$ cat src/rtl/inv7_pkg.sv
package inv7_pkg;
  localparam int AMP_W      = 12;            // carrier / |sine| amplitude bits
  localparam int PH_W       = AMP_W + 1;     // phase bits: half flag + position
  localparam int BANDS      = 3;             // cascade legs / carrier bands
  localparam int MAG_W      = $clog2(BANDS + 1);
  localparam int REF_W      = AMP_W + $clog2(BANDS + 1);
  localparam int MOD_ONE    = 1024;
  localparam int MOD_FRAC   = $clog2(MOD_ONE);
  localparam int MOD_SV_MAX = 887;           // 0.866 * 1024
  localparam int SV_GAIN    = 2365;          // 2/sqrt(3) in Q11
  localparam int SV_SHIFT   = 11;

  typedef logic signed [2:0] level_t;

  // Parabolic half-wave: x spans half a period, peak saturates at full scale
  function automatic logic [AMP_W-1:0] half_sine(input logic [AMP_W-1:0] x);
    logic [AMP_W:0]     xc;
    logic [2*AMP_W-1:0] p;
    logic [2*AMP_W-1:0] q;
    xc = (AMP_W+1)'(1 << AMP_W) - {1'b0, x};
    p  = (2*AMP_W)'(x) * (2*AMP_W)'(xc);
    q  = p >> (AMP_W - 2);
    return (q > (2*AMP_W)'((1 << AMP_W) - 1)) ? AMP_W'((1 << AMP_W) - 1) : q[AMP_W-1:0];
  endfunction
endpackage

$ cat src/rtl/inv7_nco.sv
module inv7_nco
  import inv7_pkg::*;
#(
  parameter int               ACC_W = 32,
  parameter logic [ACC_W-1:0] INC   = '0
) (
  input  logic            clk_i,
  input  logic            rst_ni,
  output logic [PH_W-1:0] phase_o
);
  logic [ACC_W-1:0] acc_q;

  always_ff @(posedge clk_i or negedge rst_ni) begin
    if (!rst_ni) acc_q <= '0;
    else         acc_q <= acc_q + INC;
  end

  assign phase_o = PH_W'(acc_q >> (ACC_W - PH_W));
endmodule

$ cat src/rtl/inv7_ref_shaper.sv
module inv7_ref_shaper
  import inv7_pkg::*;
#(
  parameter int MOD_W = 11
) (
  input  logic [PH_W-1:0]  phase_i,
  input  logic             sv_mode_i,
  input  logic [MOD_W-1:0] mod_i,
  output logic [REF_W-1:0] ref_o,
  output logic             neg_o
);
  localparam logic [PH_W-1:0] THIRD = PH_W'((1 << PH_W) / 3);
  localparam int              SW    = AMP_W + 2;
  localparam int              PW    = SW + 13;

  function automatic logic signed [AMP_W:0] ssine(input logic [PH_W-1:0] p);
    logic signed [AMP_W:0] m;
    m = $signed({1'b0, half_sine(p[PH_W-2:0])});
    return p[PH_W-1] ? -m : m;
  endfunction

  logic signed [AMP_W:0] s [BANDS];

  // three sines spaced one third of a period apart
  for (genvar k = 0; k < BANDS; k++) begin : g_ph
    assign s[k] = ssine(phase_i + PH_W'(k) * THIRD);
  end

  logic signed [AMP_W:0] mx, mn;
  logic signed [SW-1:0]  cm, v;
  logic signed [PW-1:0]  vp, vs;
  logic [AMP_W-1:0]      sv_mag, sin_mag, mag;
  logic [MOD_W-1:0]      lim, mod_eff;

  always_comb begin
    mx = s[0];
    mn = s[0];
    for (int k = 1; k < BANDS; k++) begin
      if (s[k] > mx) mx = s[k];
      if (s[k] < mn) mn = s[k];
    end
    cm = (SW'(mx) + SW'(mn)) >>> 1;
    v  = SW'(s[0]) - cm;
    vp = PW'(v) * PW'(SV_GAIN);
    vs = vp >>> SV_SHIFT;
    if (vs < 0) vs = -vs;
    sv_mag  = (vs > PW'((1 << AMP_W) - 1)) ? AMP_W'((1 << AMP_W) - 1) : AMP_W'(vs);
    sin_mag = half_sine(phase_i[PH_W-2:0]);
    mag     = sv_mode_i ? sv_mag : sin_mag;
    lim     = sv_mode_i ? MOD_W'(MOD_SV_MAX) : MOD_W'(MOD_ONE);
    mod_eff = (mod_i > lim) ? lim : mod_i;
  end

  assign ref_o = REF_W'(((AMP_W+MOD_W+2)'(mag) * (AMP_W+MOD_W+2)'(mod_eff)
                         * (AMP_W+MOD_W+2)'(BANDS)) >> MOD_FRAC);
  assign neg_o = phase_i[PH_W-1];
endmodule

$ cat src/rtl/inv7_level_cmp.sv
module inv7_level_cmp
  import inv7_pkg::*;
(
  input  logic             clk_i,
  input  logic             rst_ni,
  input  logic             en_i,
  input  logic             sv_mode_i,
  input  logic [10:0]      mod_i,
  input  logic [REF_W-1:0] ref_i,
  input  logic             neg_i,
  input  logic [PH_W-1:0]  car_phase_i,
  output level_t           level_o
);
  localparam int HALF = 1 << (AMP_W - 1);

  logic [AMP_W-1:0] hc, car;
  logic [BANDS-1:0] hit;
  logic [MAG_W-1:0] cnt, mag_q;
  logic             neg_q;

  // raised sinusoid spanning one band, 0 .. full scale
  assign hc  = half_sine(car_phase_i[PH_W-2:0]);
  assign car = car_phase_i[PH_W-1] ? AMP_W'(HALF - 1) - (hc >> 1)
                                   : AMP_W'(HALF) + (hc >> 1);

  for (genvar k = 0; k < BANDS; k++) begin : g_band
    assign hit[k] = ref_i > ((REF_W'(k) << AMP_W) + REF_W'(car));
  end

  always_comb begin
    cnt = '0;
    for (int k = 0; k < BANDS; k++) cnt = cnt + MAG_W'(hit[k]);
  end

  always_ff @(posedge clk_i or negedge rst_ni) begin
    if (!rst_ni) begin
      mag_q <= '0;
      neg_q <= 1'b0;
    end else begin
      mag_q <= en_i ? cnt : '0;
      neg_q <= neg_i;
    end
  end

  assign level_o = neg_q ? -$signed({1'b0, mag_q}) : $signed({1'b0, mag_q});

  AST_EN_ZERO: assert property (@(posedge clk_i) disable iff (!rst_ni)
    !en_i |=> (level_o == 3'sd0));
  AST_MAG_STEP: assert property (@(posedge clk_i) disable iff (!rst_ni)
    (en_i && $past(en_i) && $stable(mod_i) && $stable(sv_mode_i)) |=>
    (((mag_q >= $past(mag_q)) ? (mag_q - $past(mag_q)) : ($past(mag_q) - mag_q)) <= MAG_W'(1)));
endmodule

$ cat src/rtl/inv7_gate_map.sv
module inv7_gate_map
  import inv7_pkg::*;
(
  input  level_t      level_i,
  output logic [9:0]  gate_o
);
  level_t           lm;
  logic [MAG_W-1:0] mag;
  logic             neg;

  assign neg = level_i[2];
  assign lm  = neg ? -level_i : level_i;
  assign mag = MAG_W'(lm);

  // leg k inserts its source once magnitude reaches BANDS-k
  for (genvar k = 0; k < BANDS; k++) begin : g_leg
    logic ins;
    assign ins          = mag >= MAG_W'(BANDS - k);
    assign gate_o[2*k+1] = ins;
    assign gate_o[2*k]   = ~ins;
  end

  assign gate_o[7:6] = {2{~neg}};
  assign gate_o[9:8] = {2{neg}};
endmodule

$ cat src/rtl/inv7_gate_gen.sv
module inv7_gate_gen
  import inv7_pkg::*;
#(
  parameter int CLK_HZ = 125_000_000,
  parameter int REF_HZ = 50,
  parameter int CAR_HZ = 5_000,
  parameter int ACC_W  = 32,
  parameter int MOD_W  = 11
) (
  input  logic             clk_i,
  input  logic             rst_ni,
  input  logic             en_i,
  input  logic             sv_mode_i,
  input  logic [MOD_W-1:0] mod_i,
  output logic [9:0]       gate_o,
  output logic signed [2:0] level_o
);
  localparam logic [ACC_W-1:0] REF_INC = ACC_W'((64'(REF_HZ) << ACC_W) / 64'(CLK_HZ));
  localparam logic [ACC_W-1:0] CAR_INC = ACC_W'((64'(CAR_HZ) << ACC_W) / 64'(CLK_HZ));

  logic [PH_W-1:0]  ref_ph, car_ph;
  logic [REF_W-1:0] ref_val;
  logic             ref_neg;
  level_t           lvl;

  inv7_nco #(.ACC_W(ACC_W), .INC(REF_INC)) u_ref_nco (
    .clk_i(clk_i), .rst_ni(rst_ni), .phase_o(ref_ph));

  inv7_nco #(.ACC_W(ACC_W), .INC(CAR_INC)) u_car_nco (
    .clk_i(clk_i), .rst_ni(rst_ni), .phase_o(car_ph));

  inv7_ref_shaper #(.MOD_W(MOD_W)) u_shaper (
    .phase_i(ref_ph), .sv_mode_i(sv_mode_i), .mod_i(mod_i),
    .ref_o(ref_val), .neg_o(ref_neg));

  inv7_level_cmp u_cmp (
    .clk_i(clk_i), .rst_ni(rst_ni), .en_i(en_i), .sv_mode_i(sv_mode_i),
    .mod_i(11'(mod_i)), .ref_i(ref_val), .neg_i(ref_neg),
    .car_phase_i(car_ph), .level_o(lvl));

  inv7_gate_map u_map (.level_i(lvl), .gate_o(gate_o));

  assign level_o = lvl;

  AST_LEG_COMPL: assert property (@(posedge clk_i) disable iff (!rst_ni)
    (gate_o[0] ^ gate_o[1]) && (gate_o[2] ^ gate_o[3]) && (gate_o[4] ^ gate_o[5]) &&
    (gate_o[6] ^ gate_o[8]) && (gate_o[7] ^ gate_o[9]));
  AST_BRIDGE_SIGN: assert property (@(posedge clk_i) disable iff (!rst_ni)
    gate_o[9] == (level_o < 3'sd0));
endmodule

$ cat config.mk
export PLATFORM = sky130hd
export DESIGN_NAME = inv7_gate_gen
export DESIGN_NICKNAME = d
export VERILOG_FILES = /design/src/rtl/inv7_pkg.sv /design/src/rtl/inv7_nco.sv /design/src/rtl/inv7_ref_shaper.sv /design/src/rtl/inv7_level_cmp.sv /design/src/rtl/inv7_gate_map.sv /design/src/rtl/inv7_gate_gen.sv
export SDC_FILE = /design/constraint.sdc
export NUM_CORES = 2
export LEC_CHECK = 0
export ABC_AREA = 1
export BUFFER_PORTS_ARGS = -buffer_cell sky130_fd_sc_hd__buf_2
export CORE_MARGIN = 3
export CORE_UTILIZATION = 45
export CTS_CLUSTER_DIAMETER = 40
export DETAILED_ROUTE_END_ITERATION = 12
export GPL_TIMING_DRIVEN = 0
export PLACE_DENSITY = 0.67
export SYNTH_ARGS = -nofsm -noshare
export SYNTH_HDL_FRONTEND = slang
export SYNTH_SLANG_ARGS = --single-unit
$ cat constraint.sdc
create_clock -name clk_i -period 35.9 [get_ports clk_i]
set_input_delay 7.18 -clock clk_i [delete_from_list [all_inputs] [get_ports clk_i]]
set_output_delay 7.18 -clock clk_i [all_outputs]
set_load 0.03 [all_outputs]
==> impl_metrics.ini <==
[outcome]
run_status = finished, final reports clean

[sta]
timing.max_slew.rel_slack = 0.1315
final.min_clock_period_ps = 30110
timing_max_transition_violations_final = 0
rsz_0062_raised_after_global_routing = no
maxClockFrequency_mhz = 33.21
report.final.hold_viol_count = 0
worst-slew-pin-transition_ps = 1289
finalSetupViolCount = 0
fin_setup_tns_ps = 0
timing.final.crit_share = 0.8387
clock-skew-final_ps = 13.96
finalWorstSetupSlack_ps = 5790

[setup_path]
required_time_at_the_worst_slack_endpoint_ps = 36180
crit_type = reg2reg
worst-r2r-cell-count = 148
arrival_ps = 30400
critical_path.n_buffers_inverters = 32
timing.critical_path.slowest_stage_cell = clkbuf_1
timing.rr.start = u_ref_nco.acc_q[19]
timing.critical_path.to_type = flip-flop
critical_path.top_delay_family = adder cells
path_max_fanout = 13
worstReg2RegEnd = u_cmp.mag_q[0]
worstSetupStartpointType = flip-flop
most_numerous_cell_on_the_critical_path = nand2_1
timing.reg2reg.setup_slack_ps = 5790
worst_path_largest_cell_delay_ps = 700

[layout]
insertedDiodeCount = 0
mostFrequentLayoutCells = inv_1 (1,169), nand2_1 (1,120), fa_1 (573)
area_growth_pct = 5.260
final.fill_count = 8151
final_cell_area_sq_um = 38860
fin_nets = 6184
drive_above_1_share = 0.03401
final_common_cell = inv_1

[drt]
detail_route.wirelength_um = 90780
total_number_of_vias = 31000
wire_length_per_cell_um = 14.84
route.detailed.drc = 0
via_density = 5.068
detailedRoute.firstPassIterationCount = 6
dr.first_iter.drc_count = 1922
residual_antenna_violating_net_count_after_detailed_routing = 0

[clock_tree]
cts.repair.resized = 0
tritoncts = built
numCtsBuffers = 9
cts_hold_buf = 0
root_buffer = clkbuf_16
h-tree-depth = 3
clock_latency_ps = 340
cts_post_setup_buffers_inserted = 0
clock-sinks = 66
clock_transition_at_path_regs_ps = 70
clk_path_buf_depth = 2

[logic_synthesis]
synth_top_flop_cell = dfrtp_1
postSynthCellCount = 4983
synth-warning-count = 0
synthArstFlopShare = 1.000
synth.avg_cell_area_sq_um = 7.408
yosysUniqueCellTypes = 66
synthesis.area_sq_um = 36920
synth_edf_count = 0
ys_seq_elements = 66
seq_area_frac_synth = 0.04474

[placed_design]
place.detailed.hpwl_um = 78970
detailed_place.area_sq_um = 38520
place_congestion = 0.9390
placement.io_buffers = 27
pre_cts_ws_ps = 6027

[flow_run]
drv_cap = 0

[global_routing]
global_route_wire_length_before_repair_um = 156200
grt_start_max_net_pins = 64
vias_in_the_first_global_route = 31720
groute.usage.overall = 0.2198
grt_antenna_before_repair = 0
overflow = 0

[die]
area_of_the_die_sq_um = 85510
rows = 104
die_w_um = 292.4
initial_core_util = 0.4561
fp.dieH_um = 292.4
core-area_sq_um = 80940
ios = 28

[worst_hold_path]
min_path_type = reg2reg
timing.hold.worst_path_depth = 1
hold_path.startpoint = u_car_nco.acc_q[1]
worstHoldEndpoint = u_car_nco.acc_q[1]
cells by family (layout without fill, tap and decap cells):
group	Yosys count	after routing	share of synthesized area
AND/OR/NAND/NOR	1838	1838	0.2049
buffers and inverters	1302	1347	0.1342
adder cells (fa/ha/maj)	1116	1116	0.4948
AO/OA/AOI/OAI	448	448	0.06972
XOR/XNOR	208	208	0.05057
flip-flops	66	66	0.04474
multiplexers	3	3	0.0009151
other	2	32	0.0002034
worst register-to-register path: cells and delay by family, from the launching register on:
kind	cells	cell delay [ps]
fa+ha+maj	27	11660
xor+xnor	6	1100
compound gates	26	4450
simple gates	57	7740
flops	1	420
buf+inv	32	4700
how the worst max path moves through the flow:
stage                                    from        endpoint  slack (ps)  cells past startpoint
after floorplan           u_ref_nco.acc_q[22]  u_cmp.mag_q[0]       10790                    158
after global placement    u_ref_nco.acc_q[19]  u_cmp.mag_q[0]        6220                    149
after detailed placement  u_ref_nco.acc_q[19]  u_cmp.mag_q[0]        6030                    148
after CTS                 u_ref_nco.acc_q[19]  u_cmp.mag_q[0]        5890                    148
after global routing      u_ref_nco.acc_q[19]  u_cmp.mag_q[0]        2930                    150
final                     u_ref_nco.acc_q[19]  u_cmp.mag_q[0]        5790                    148
routing by layer:
| layer | vias up | GRT usage | wire, um |
|---|---|---|---|
| li1 | 15220 | - | - |
| met1 | 14890 | 0.3102 | 42320 |
| met2 | 754 | 0.3647 | 41430 |
| met3 | 136 | 0.02153 | 4670 |
| met4 | 0 | 0.05333 | 2367 |
| met5 | - | 0 | 0 |
cell usage after synthesis, types with 21 or more instances:
library cell | instances | share of area
a21oi_1 | 199 | 0.027
clkbuf_1 | 63 | 0.0064
clkinv_1 | 21 | 0.0021
dfrtp_1 | 66 | 0.045
fa_1 | 573 | 0.31
ha_1 | 543 | 0.18
inv_1 | 1169 | 0.12
nand2_1 | 1120 | 0.11
nand3_1 | 153 | 0.021
nand4_1 | 38 | 0.0064
nor2_1 | 384 | 0.039
nor3_1 | 47 | 0.0064
o21ai_0 | 130 | 0.018
o21bai_1 | 21 | 0.0043
xnor2_1 | 57 | 0.014
xor2_1 | 145 | 0.034
per-stage QoR:
step,hold WS (ps),util,instances
floorplan,397.8,-,5013
global placement,412.5,0.4755,6100
detailed placement,413.0,0.4759,6101
finish,418.5,0.4801,6118
CTS,421.3,0.4800,6117
global route,433.3,0.4801,6118
sequential cells by signal, summed over array words and instances (netlist names):
name,flops
u_car_nco.acc_q,31
u_cmp.mag_q,2
u_cmp.neg_q,1
u_ref_nco.acc_q,32
final cells by class:
type	instances	area, sq um	share of cell area
clock inverters	7	105.1	0.002705
inverters	1206	4531	0.1166
clock buffers	9	225.2	0.005796
well taps	1060	1326	0.03413
multi-input cells	3645	30420	0.7830
flip-flops and latches	66	1652	0.04250
plain buffers	96	421.7	0.01085
repair buffers	29	172.7	0.004444
Power is left out: the tool's default activity adds up to more than one toggle a clock period on the data nets, which glitch-free logic cannot reach.
